===== config.mk =====
export PLATFORM = sky130hd
export DESIGN_NAME = aud_ser_tx
export DESIGN_NICKNAME = d
export VERILOG_FILES = /design/src/rtl/ast_pkg.sv /design/src/rtl/ast_clk_src.sv /design/src/rtl/ast_frame_trk.sv /design/src/rtl/ast_pair_buf.sv /design/src/rtl/ast_shifter.sv /design/src/rtl/aud_ser_tx.sv
export SDC_FILE = /design/constraint.sdc
export NUM_CORES = 1
export LEC_CHECK = 0
export BUFFER_PORTS_ARGS = -buffer_cell sky130_fd_sc_hd__buf_2
export CAP_MARGIN = 15
export CORE_ASPECT_RATIO = 0.7
export CORE_MARGIN = 5
export CORE_UTILIZATION = 60
export CTS_CLUSTER_SIZE = 25
export DETAILED_ROUTE_END_ITERATION = 7
export MAX_ROUTING_LAYER = met4
export PLACE_DENSITY = 0.85
export SLEW_MARGIN = 30
export SYNTH_ARGS = -nofsm -noshare
export SYNTH_HDL_FRONTEND = slang
export SYNTH_SLANG_ARGS = --single-unit

===== constraint.sdc =====
create_clock -name clk -period 4 [get_ports clk]
set_input_delay 0.6 -clock clk [delete_from_list [all_inputs] [get_ports clk]]
set_output_delay 0.6 -clock clk [all_outputs]
set_load 0.005 [all_outputs]

===== src/rtl/ast_pkg.sv =====
`timescale 1ns/1ps
package ast_pkg;
  typedef enum logic [1:0] {
    RATE_64 = 2'd0,
    RATE_48 = 2'd1,
    RATE_32 = 2'd2,
    RATE_RSV = 2'd3
  } rate_e;
endpackage


===== src/rtl/ast_clk_src.sv =====
`timescale 1ns/1ps
module ast_clk_src #(
  parameter int CLK_HALF   = 2,
  parameter int HALF_SLOTS = 32
) (
  input  logic clk,
  input  logic rst_n,
  input  logic master_en,
  input  logic bclk_in,
  input  logic fclk_in,
  output logic bclk_int,
  output logic fclk_int,
  output logic bclk_out,
  output logic fclk_out
);
  localparam int DIV_W = (CLK_HALF > 1) ? $clog2(CLK_HALF) : 1;
  localparam int SL_W  = (HALF_SLOTS > 1) ? $clog2(HALF_SLOTS) : 1;

  logic [DIV_W-1:0] div_q;
  logic [SL_W-1:0]  slot_q;
  logic             bclk_g, fclk_g;
  logic             bclk_s, fclk_s;

  // slave clocks: one register stage into the system clock domain
  always_ff @(posedge clk or negedge rst_n) begin
    if (!rst_n) begin
      bclk_s <= 1'b0;
      fclk_s <= 1'b0;
    end else begin
      bclk_s <= bclk_in;
      fclk_s <= fclk_in;
    end
  end

  // master clock generator: frame clock flips with a bit clock fall
  always_ff @(posedge clk or negedge rst_n) begin
    if (!rst_n) begin
      div_q  <= '0;
      slot_q <= '0;
      bclk_g <= 1'b0;
      fclk_g <= 1'b0;
    end else if (!master_en) begin
      div_q  <= '0;
      slot_q <= '0;
      bclk_g <= 1'b0;
      fclk_g <= 1'b0;
    end else if (div_q == DIV_W'(CLK_HALF - 1)) begin
      div_q  <= '0;
      bclk_g <= ~bclk_g;
      if (bclk_g) begin
        if (slot_q == SL_W'(HALF_SLOTS - 1)) begin
          slot_q <= '0;
          fclk_g <= ~fclk_g;
        end else begin
          slot_q <= slot_q + 1'b1;
        end
      end
    end else begin
      div_q <= div_q + 1'b1;
    end
  end

  assign bclk_int = master_en ? bclk_g : bclk_s;
  assign fclk_int = master_en ? fclk_g : fclk_s;
  assign bclk_out = bclk_g;
  assign fclk_out = fclk_g;
endmodule


===== src/rtl/ast_frame_trk.sv =====
`timescale 1ns/1ps
module ast_frame_trk #(
  parameter int CNT_W = 6
) (
  input  logic             clk,
  input  logic             rst_n,
  input  logic             bclk,
  input  logic             fclk,
  input  logic             fmt_i2s,
  output logic             fall,
  output logic             half_start,
  output logic             is_left,
  output logic             load,
  output logic [CNT_W-1:0] slot_nx
);
  localparam logic [CNT_W-1:0] CNT_MAX = {CNT_W{1'b1}};

  logic             bclk_q;
  logic             fr_last;
  logic [CNT_W-1:0] cnt_q;

  assign fall       = bclk_q & ~bclk;
  assign half_start = fall && (fclk != fr_last);
  assign is_left    = fmt_i2s ? ~fclk : fclk;
  assign load       = half_start & is_left;

  always_comb begin
    if (half_start)          slot_nx = '0;
    else if (cnt_q == CNT_MAX) slot_nx = cnt_q;
    else                     slot_nx = cnt_q + 1'b1;
  end

  // counter starts saturated so nothing is sent before the first frame edge
  always_ff @(posedge clk or negedge rst_n) begin
    if (!rst_n) begin
      bclk_q  <= 1'b0;
      fr_last <= 1'b0;
      cnt_q   <= CNT_MAX;
    end else begin
      bclk_q <= bclk;
      if (fall) begin
        cnt_q <= slot_nx;
        if (half_start) fr_last <= fclk;
      end
    end
  end
endmodule


===== src/rtl/ast_pair_buf.sv =====
`timescale 1ns/1ps
module ast_pair_buf #(
  parameter int W = 24
) (
  input  logic         clk,
  input  logic         rst_n,
  input  logic         s_valid,
  input  logic [W-1:0] s_left,
  input  logic [W-1:0] s_right,
  input  logic         load,
  output logic         s_ready,
  output logic [W-1:0] cur_l,
  output logic [W-1:0] cur_r
);
  logic [W-1:0] hold_l, hold_r, act_l, act_r;
  logic         full;
  logic         accept;

  assign s_ready = ~full;
  assign accept  = s_valid & ~full;

  // a pair loaded this cycle is already visible to the serializer
  always_comb begin
    if (load) begin
      cur_l = full ? hold_l : '0;
      cur_r = full ? hold_r : '0;
    end else begin
      cur_l = act_l;
      cur_r = act_r;
    end
  end

  always_ff @(posedge clk or negedge rst_n) begin
    if (!rst_n) begin
      hold_l <= '0;
      hold_r <= '0;
      act_l  <= '0;
      act_r  <= '0;
      full   <= 1'b0;
    end else begin
      if (accept) begin
        hold_l <= s_left;
        hold_r <= s_right;
      end
      if (load) begin
        act_l <= full ? hold_l : '0;
        act_r <= full ? hold_r : '0;
        full  <= accept;
      end else begin
        full <= full | accept;
      end
    end
  end
endmodule


===== src/rtl/ast_shifter.sv =====
`timescale 1ns/1ps
module ast_shifter
  import ast_pkg::*;
#(
  parameter int W     = 24,
  parameter int TW    = 16,
  parameter int CNT_W = 6
) (
  input  logic             clk,
  input  logic             rst_n,
  input  logic             fall,
  input  logic             is_left,
  input  logic             fmt_i2s,
  input  rate_e            rate,
  input  logic [CNT_W-1:0] slot,
  input  logic [W-1:0]     cur_l,
  input  logic [W-1:0]     cur_r,
  output logic             sdata
);
  logic [CNT_W-1:0] width;
  logic [W-1:0]     word, shifted;
  logic             jbit, jbit_q;

  assign width   = (rate == RATE_32) ? CNT_W'(TW) : CNT_W'(W);
  assign word    = is_left ? cur_l : cur_r;
  assign shifted = word << slot;
  assign jbit    = (slot < width) ? shifted[W-1] : 1'b0;

  // I2S stream = justified stream one slot later
  always_ff @(posedge clk or negedge rst_n) begin
    if (!rst_n) begin
      jbit_q <= 1'b0;
      sdata  <= 1'b0;
    end else if (fall) begin
      jbit_q <= jbit;
      sdata  <= fmt_i2s ? jbit_q : jbit;
    end
  end
endmodule


===== src/rtl/aud_ser_tx.sv =====
`timescale 1ns/1ps
module aud_ser_tx
  import ast_pkg::*;
#(
  parameter int SAMPLE_W   = 24,
  parameter int TRUNC_W    = 16,
  parameter int CLK_HALF   = 2,
  parameter int HALF_SLOTS = 32
) (
  input  logic                clk,
  input  logic                rst_n,
  input  logic                master_en,
  input  logic                fmt_i2s,
  input  logic [1:0]          slv_rate,
  input  logic                bclk_in,
  input  logic                fclk_in,
  output logic                bclk_out,
  output logic                fclk_out,
  input  logic                s_valid,
  output logic                s_ready,
  input  logic [SAMPLE_W-1:0] s_left,
  input  logic [SAMPLE_W-1:0] s_right,
  output logic                sdata
);
  localparam int CNT_W = $clog2(HALF_SLOTS) + 1;

  logic             bclk_int, fclk_int;
  logic             trk_fall, trk_half, trk_left, trk_load;
  logic [CNT_W-1:0] trk_slot;
  logic [SAMPLE_W-1:0] cur_l, cur_r;
  rate_e            rate_eff;

  assign rate_eff = master_en ? RATE_64 : rate_e'(slv_rate);

  ast_clk_src #(.CLK_HALF(CLK_HALF), .HALF_SLOTS(HALF_SLOTS)) u_clk (
    .clk(clk), .rst_n(rst_n), .master_en(master_en),
    .bclk_in(bclk_in), .fclk_in(fclk_in),
    .bclk_int(bclk_int), .fclk_int(fclk_int),
    .bclk_out(bclk_out), .fclk_out(fclk_out)
  );

  ast_frame_trk #(.CNT_W(CNT_W)) u_trk (
    .clk(clk), .rst_n(rst_n), .bclk(bclk_int), .fclk(fclk_int),
    .fmt_i2s(fmt_i2s), .fall(trk_fall), .half_start(trk_half),
    .is_left(trk_left), .load(trk_load), .slot_nx(trk_slot)
  );

  ast_pair_buf #(.W(SAMPLE_W)) u_buf (
    .clk(clk), .rst_n(rst_n), .s_valid(s_valid), .s_left(s_left),
    .s_right(s_right), .load(trk_load), .s_ready(s_ready),
    .cur_l(cur_l), .cur_r(cur_r)
  );

  ast_shifter #(.W(SAMPLE_W), .TW(TRUNC_W), .CNT_W(CNT_W)) u_shf (
    .clk(clk), .rst_n(rst_n), .fall(trk_fall), .is_left(trk_left),
    .fmt_i2s(fmt_i2s), .rate(rate_eff), .slot(trk_slot),
    .cur_l(cur_l), .cur_r(cur_r), .sdata(sdata)
  );

  logic unused_half;
  assign unused_half = trk_half;
endmodule


==> metrics.md <==
| Metric | Value |
|---|---|
| Worst min path class | `primary input to asynchronous set/reset pin` |
| Clock skew | `0.0119 ns` |
| P_sw | `about 0.0018 W` |
| Gate Count Post-Synth | `about 570` |
| Hold_buf cts | `0` |
| EDFF count, synth | `0` |
| Htree depth | `4` |
| Vias in the first global route | `4557` |
| Period utilisation layout | `a little over four fifths` |
| Fin nets | `between 600 and 700` |
| CTS buffer count | `17` |
| First-pass GRT wire length | `23.6 mm` |
| Clock share of power | `around 30%` |
| Hold WS | `0.199 ns` |
| Crit path to | `u_shf.sdata$_DFFE_PN0P_` |
| Core Area | `9530 sq um` |
| Final hold violations | `0` |
| Antenna Nets Post-Route | `0` |
| Skew-Pair Late Insertion Delay | `0.42 ns` |
| CTS root buf | `clkbuf_16` |
| DRT Wirelength | `14.7 mm` |
| Crit path capture type | `flip-flop` |
| Gr usage total | `about a quarter` |
| Die Wd | `127 microns` |
| Setup Fix Bufs, Post-CTS | `0` |
| Setup TNS | `0 ns` |
| Crit Reg-Reg Endpoint | `u_shf.sdata$_DFFE_PN0P_` |
| Vias per cell | `6.19` |
| Clock Tree Buf Depth | `2` |
| Routed len/inst | `19.4 microns` |
| Worst path required time | `roughly 4.3 ns` |
| 1st-pass router iterations | `5` |
| 1st-iter DRT viols | `380` |
| F_max | `298 MHz` |
| Flop pwr share | `between 40% and 50%` |
| IO Pins | `61` |
| CP Class | `flip-flop to flip-flop` |
| VDD IR max | `0.483 mV` |
| Reg2reg setup slack | `approximately 0.65 ns` |
| Synth-to-Final Area Change | `18.2%` |
| Critical Path Start | `u_trk.cnt_q[0]$_DFFE_PN1P_` |
| Reg2Reg Depth | `9` |
| Number of antenna violations at the first check in global routing | `0` |
| Post-route DRC | `0` |
| Power Density | `approximately 770 nW/um^2` |
| Inserted Diodes | `0` |
| FF+latch area | `approximately 2900 sq um` |
| Worst path arrival time | `approximately 3.6 ns` |
| Avg Cell Area, Syn | `between 10 and 15 sq um` |
| Synth Cell Area | `between 5000 and 6000 sq um` |
| Register area share after synthesis | `50.8%` |
| Post-synth ARST share | `100%` |
| Main synth FF type | `dfrtp_1` |
| Layout filler cell count | `733` |
| Syn nets | `625` |
| Slew margin rel. | `48.1%` |
| Area of the multi-input gates | `2660 sq um` |
| Slew Viols, Final | `0` |
| Fin crit period | `3.35 ns` |
| Num rows | `30` |
| Least-Margin Pin Slew | `0.775 ns` |
| Max FO, Critical Path | `10` |
| Max incr delay on CP | `~0.6 ns` |
| Largest net degree at the start of global routing | `78` |
| Comb power frac | `29.3%` |
| RSZ-0062 raised after global routing | `false` |
| Final setup violation count | `0` |
| Hpwl dp | `just over 10 mm` |
| Crit start category | `flip-flop` |
| PostCTS Resize Cnt | `0` |
| Die H | `just over 90 microns` |
| Commonest non-fill, non-tap cells in the layout | `111 x dfrtp_1, 88 x nand2_1, 59 x buf_2` |
| Vias | `4700` |
| Sw Ratio | `34.4%` |
| Port buffer count | `60` |
| CTS clock-pin slew for the worst setup and hold paths | `0.05 ns` |
| Internal cell power | `between 0.003 and 0.004 W` |
| Layout cells sized above 1 | `28.5%` |
| FF+latch count, synth | `between 100 and 150` |
| Crit-path cells | `ha_1, nand3_1, o21ai_0, a22o_1, or3b_1, a311oi_1, a211oi_1, nand4_1, o22ai_1` |
| TritonCTS clock tree | `done` |
| Crit path max-delay cell type | `dfstp_2` |
| Launching point of the worst reg2reg path | `u_trk.cnt_q[0]$_DFFE_PN1P_` |
| Most common cell after layout, fill and taps aside | `dfrtp_1` |
| RePlAce Congestion | `0.953` |
| Die area | `11700 sq um` |
| Synth warnings | `0` |
| Max cap viols | `0` |
| Distinct cells, synth | `67` |
| P_leak | `3.03 nW` |
| Sink Count | `117` |
| Congestion Overflow GR | `0` |
| Status | `finished, final reports clean` |
| Initial Util | `60.6%` |
## worst max-delay path, delay by kind of cell (launching register included)
family / cells / cell delay, ns
adders and majority gates: 1 / 0.36
and+or+nand+nor: 3 / 0.85
DFF: 1 / 0.60
AOI/OAI and AO/OA: 5 / 1.41
## how the worst min path moves through the flow
stage,from,to
detailed placement,u_shf.jbit_q$_DFFE_PN0P_,u_shf.jbit_q$_DFFE_PN0P_
finish,rst_n,u_trk.fr_last$_DFFE_PN0P_
floorplan,rst_n,u_buf.act_l[0]$_DFF_PN0_
global route,rst_n,u_shf.sdata$_DFFE_PN0P_
global placement,u_buf.act_r[18]$_DFF_PN0_,u_buf.act_r[18]$_DFF_PN0_
CTS,bclk_in,u_clk.bclk_s$_DFF_PN0_
## power by group through the flow
stage	Sequential (W)	Combinational (W)	Clock, W
6_report	0.00213	0.00154	0.00157
5_1_grt	0.00219	0.00169	0.00165
4_1_cts	0.00212	0.00151	0.00158
3_5_place_dp	0.00213	0.00149	0
3_3_place_gp	0.00211	0.00143	0
2_1_floorplan	0.00194	0.00117	0
## Yosys cell counts, types with 2 or more instances
| cell | count | share of area (%) |
|---|---|---|
| o21ai_0 | 54 | 4.7 |
| dfstp_2 | 6 | 2.7 |
| nor3_1 | 9 | 0.78 |
| a21o_1 | 4 | 0.52 |
| nand2_1 | 89 | 5.8 |
| o21a_1 | 2 | 0.26 |
| a221oi_1 | 2 | 0.30 |
| buf_1 | 3 | 0.19 |
| o211ai_1 | 11 | 1.4 |
| nand2b_1 | 3 | 0.32 |
| nor3b_1 | 2 | 0.26 |
| buf_2 | 8 | 0.69 |
| nand4_1 | 12 | 1.3 |
| and3_1 | 4 | 0.43 |
| a21boi_0 | 8 | 1.0 |
| o22ai_1 | 2 | 0.22 |
| or2_2 | 2 | 0.22 |
| clkbuf_1 | 27 | 1.8 |
| o31ai_1 | 4 | 0.52 |
| a32oi_1 | 6 | 0.91 |
| mux2i_1 | 2 | 0.35 |
| or3_1 | 2 | 0.22 |
| a31oi_1 | 9 | 0.97 |
| nor2b_1 | 3 | 0.32 |
| xnor2_1 | 5 | 0.76 |
| a211o_1 | 2 | 0.30 |
| dfrtp_1 | 111 | 48 |
| a22o_1 | 14 | 2.1 |
| ha_1 | 3 | 0.65 |
| mux2_2 | 54 | 11 |
| inv_1 | 8 | 0.52 |
| a21oi_1 | 12 | 1.0 |
| and2_1 | 6 | 0.65 |
| mux4_2 | 2 | 0.78 |
| nor4_1 | 5 | 0.54 |
| a211oi_1 | 4 | 0.52 |
| nand3_1 | 19 | 1.6 |
| nor2_1 | 17 | 1.1 |
## cells by family after synthesis
group                      after synthesis  synth area share, %
AOI/OAI and AO/OA                      149                 17.1
and+or+nand+nor                        181                 14.8
DFF                                    117                 50.8
buffers and inverters                   49                 3.49
muxes                                   59                 12.0
xor gates and xnor gates                 7                 1.19
adders and majority gates                3                0.650
## flip-flops by register name, summed over array words and instances, names as in the netlist
signal	flops
u_clk.bclk_s	1
u_clk.fclk_out	1
u_buf.act_l	24
u_clk.div_q	1
u_trk.bclk_q	1
u_clk.fclk_s	1
u_buf.act_r	24
u_buf.hold_l	24
u_clk.slot_q	5
u_trk.fr_last	1
u_buf.full	1
u_trk.cnt_q	6
u_shf.sdata	1
u_shf.jbit_q	1
u_clk.bclk_out	1
u_buf.hold_r	24
## layout make-up
cell class | count | area share (%)
clock buffers | 19 | 6.48
repair buffers | 73 | 6.21
multi-input cells | 399 | 38.9
well taps | 128 | 2.34
clock inverters | 13 | 2.53
flip-flops and latches | 117 | 43.0
inverters | 10 | 0.549
## metrics by stage
stage          worst slack [ns]  std cells  util (%)  area (sq um)  power (W)
2_1_floorplan              1.33        565         -          5780    0.00311
3_3_place_gp              0.571        726      64.8          6180    0.00354
3_5_place_dp              0.554        726      64.9          6190    0.00362
4_1_cts                   0.728        758      71.3          6800    0.00522
5_1_grt                   0.467        759      71.7          6830    0.00553
6_report                  0.646        759      71.7          6830    0.00524
## metal layers
layer / up-vias / track usage, % / wire length (microns)
li1: 2168 / - / -
met1: 2319 / 35.6 / 6550
met2: 177 / 39.5 / 6920
met3: 36 / 7.28 / 878
met4: 0 / 9.20 / 376
met5: - / - / 0
Power figures use the tool's default switching activity.
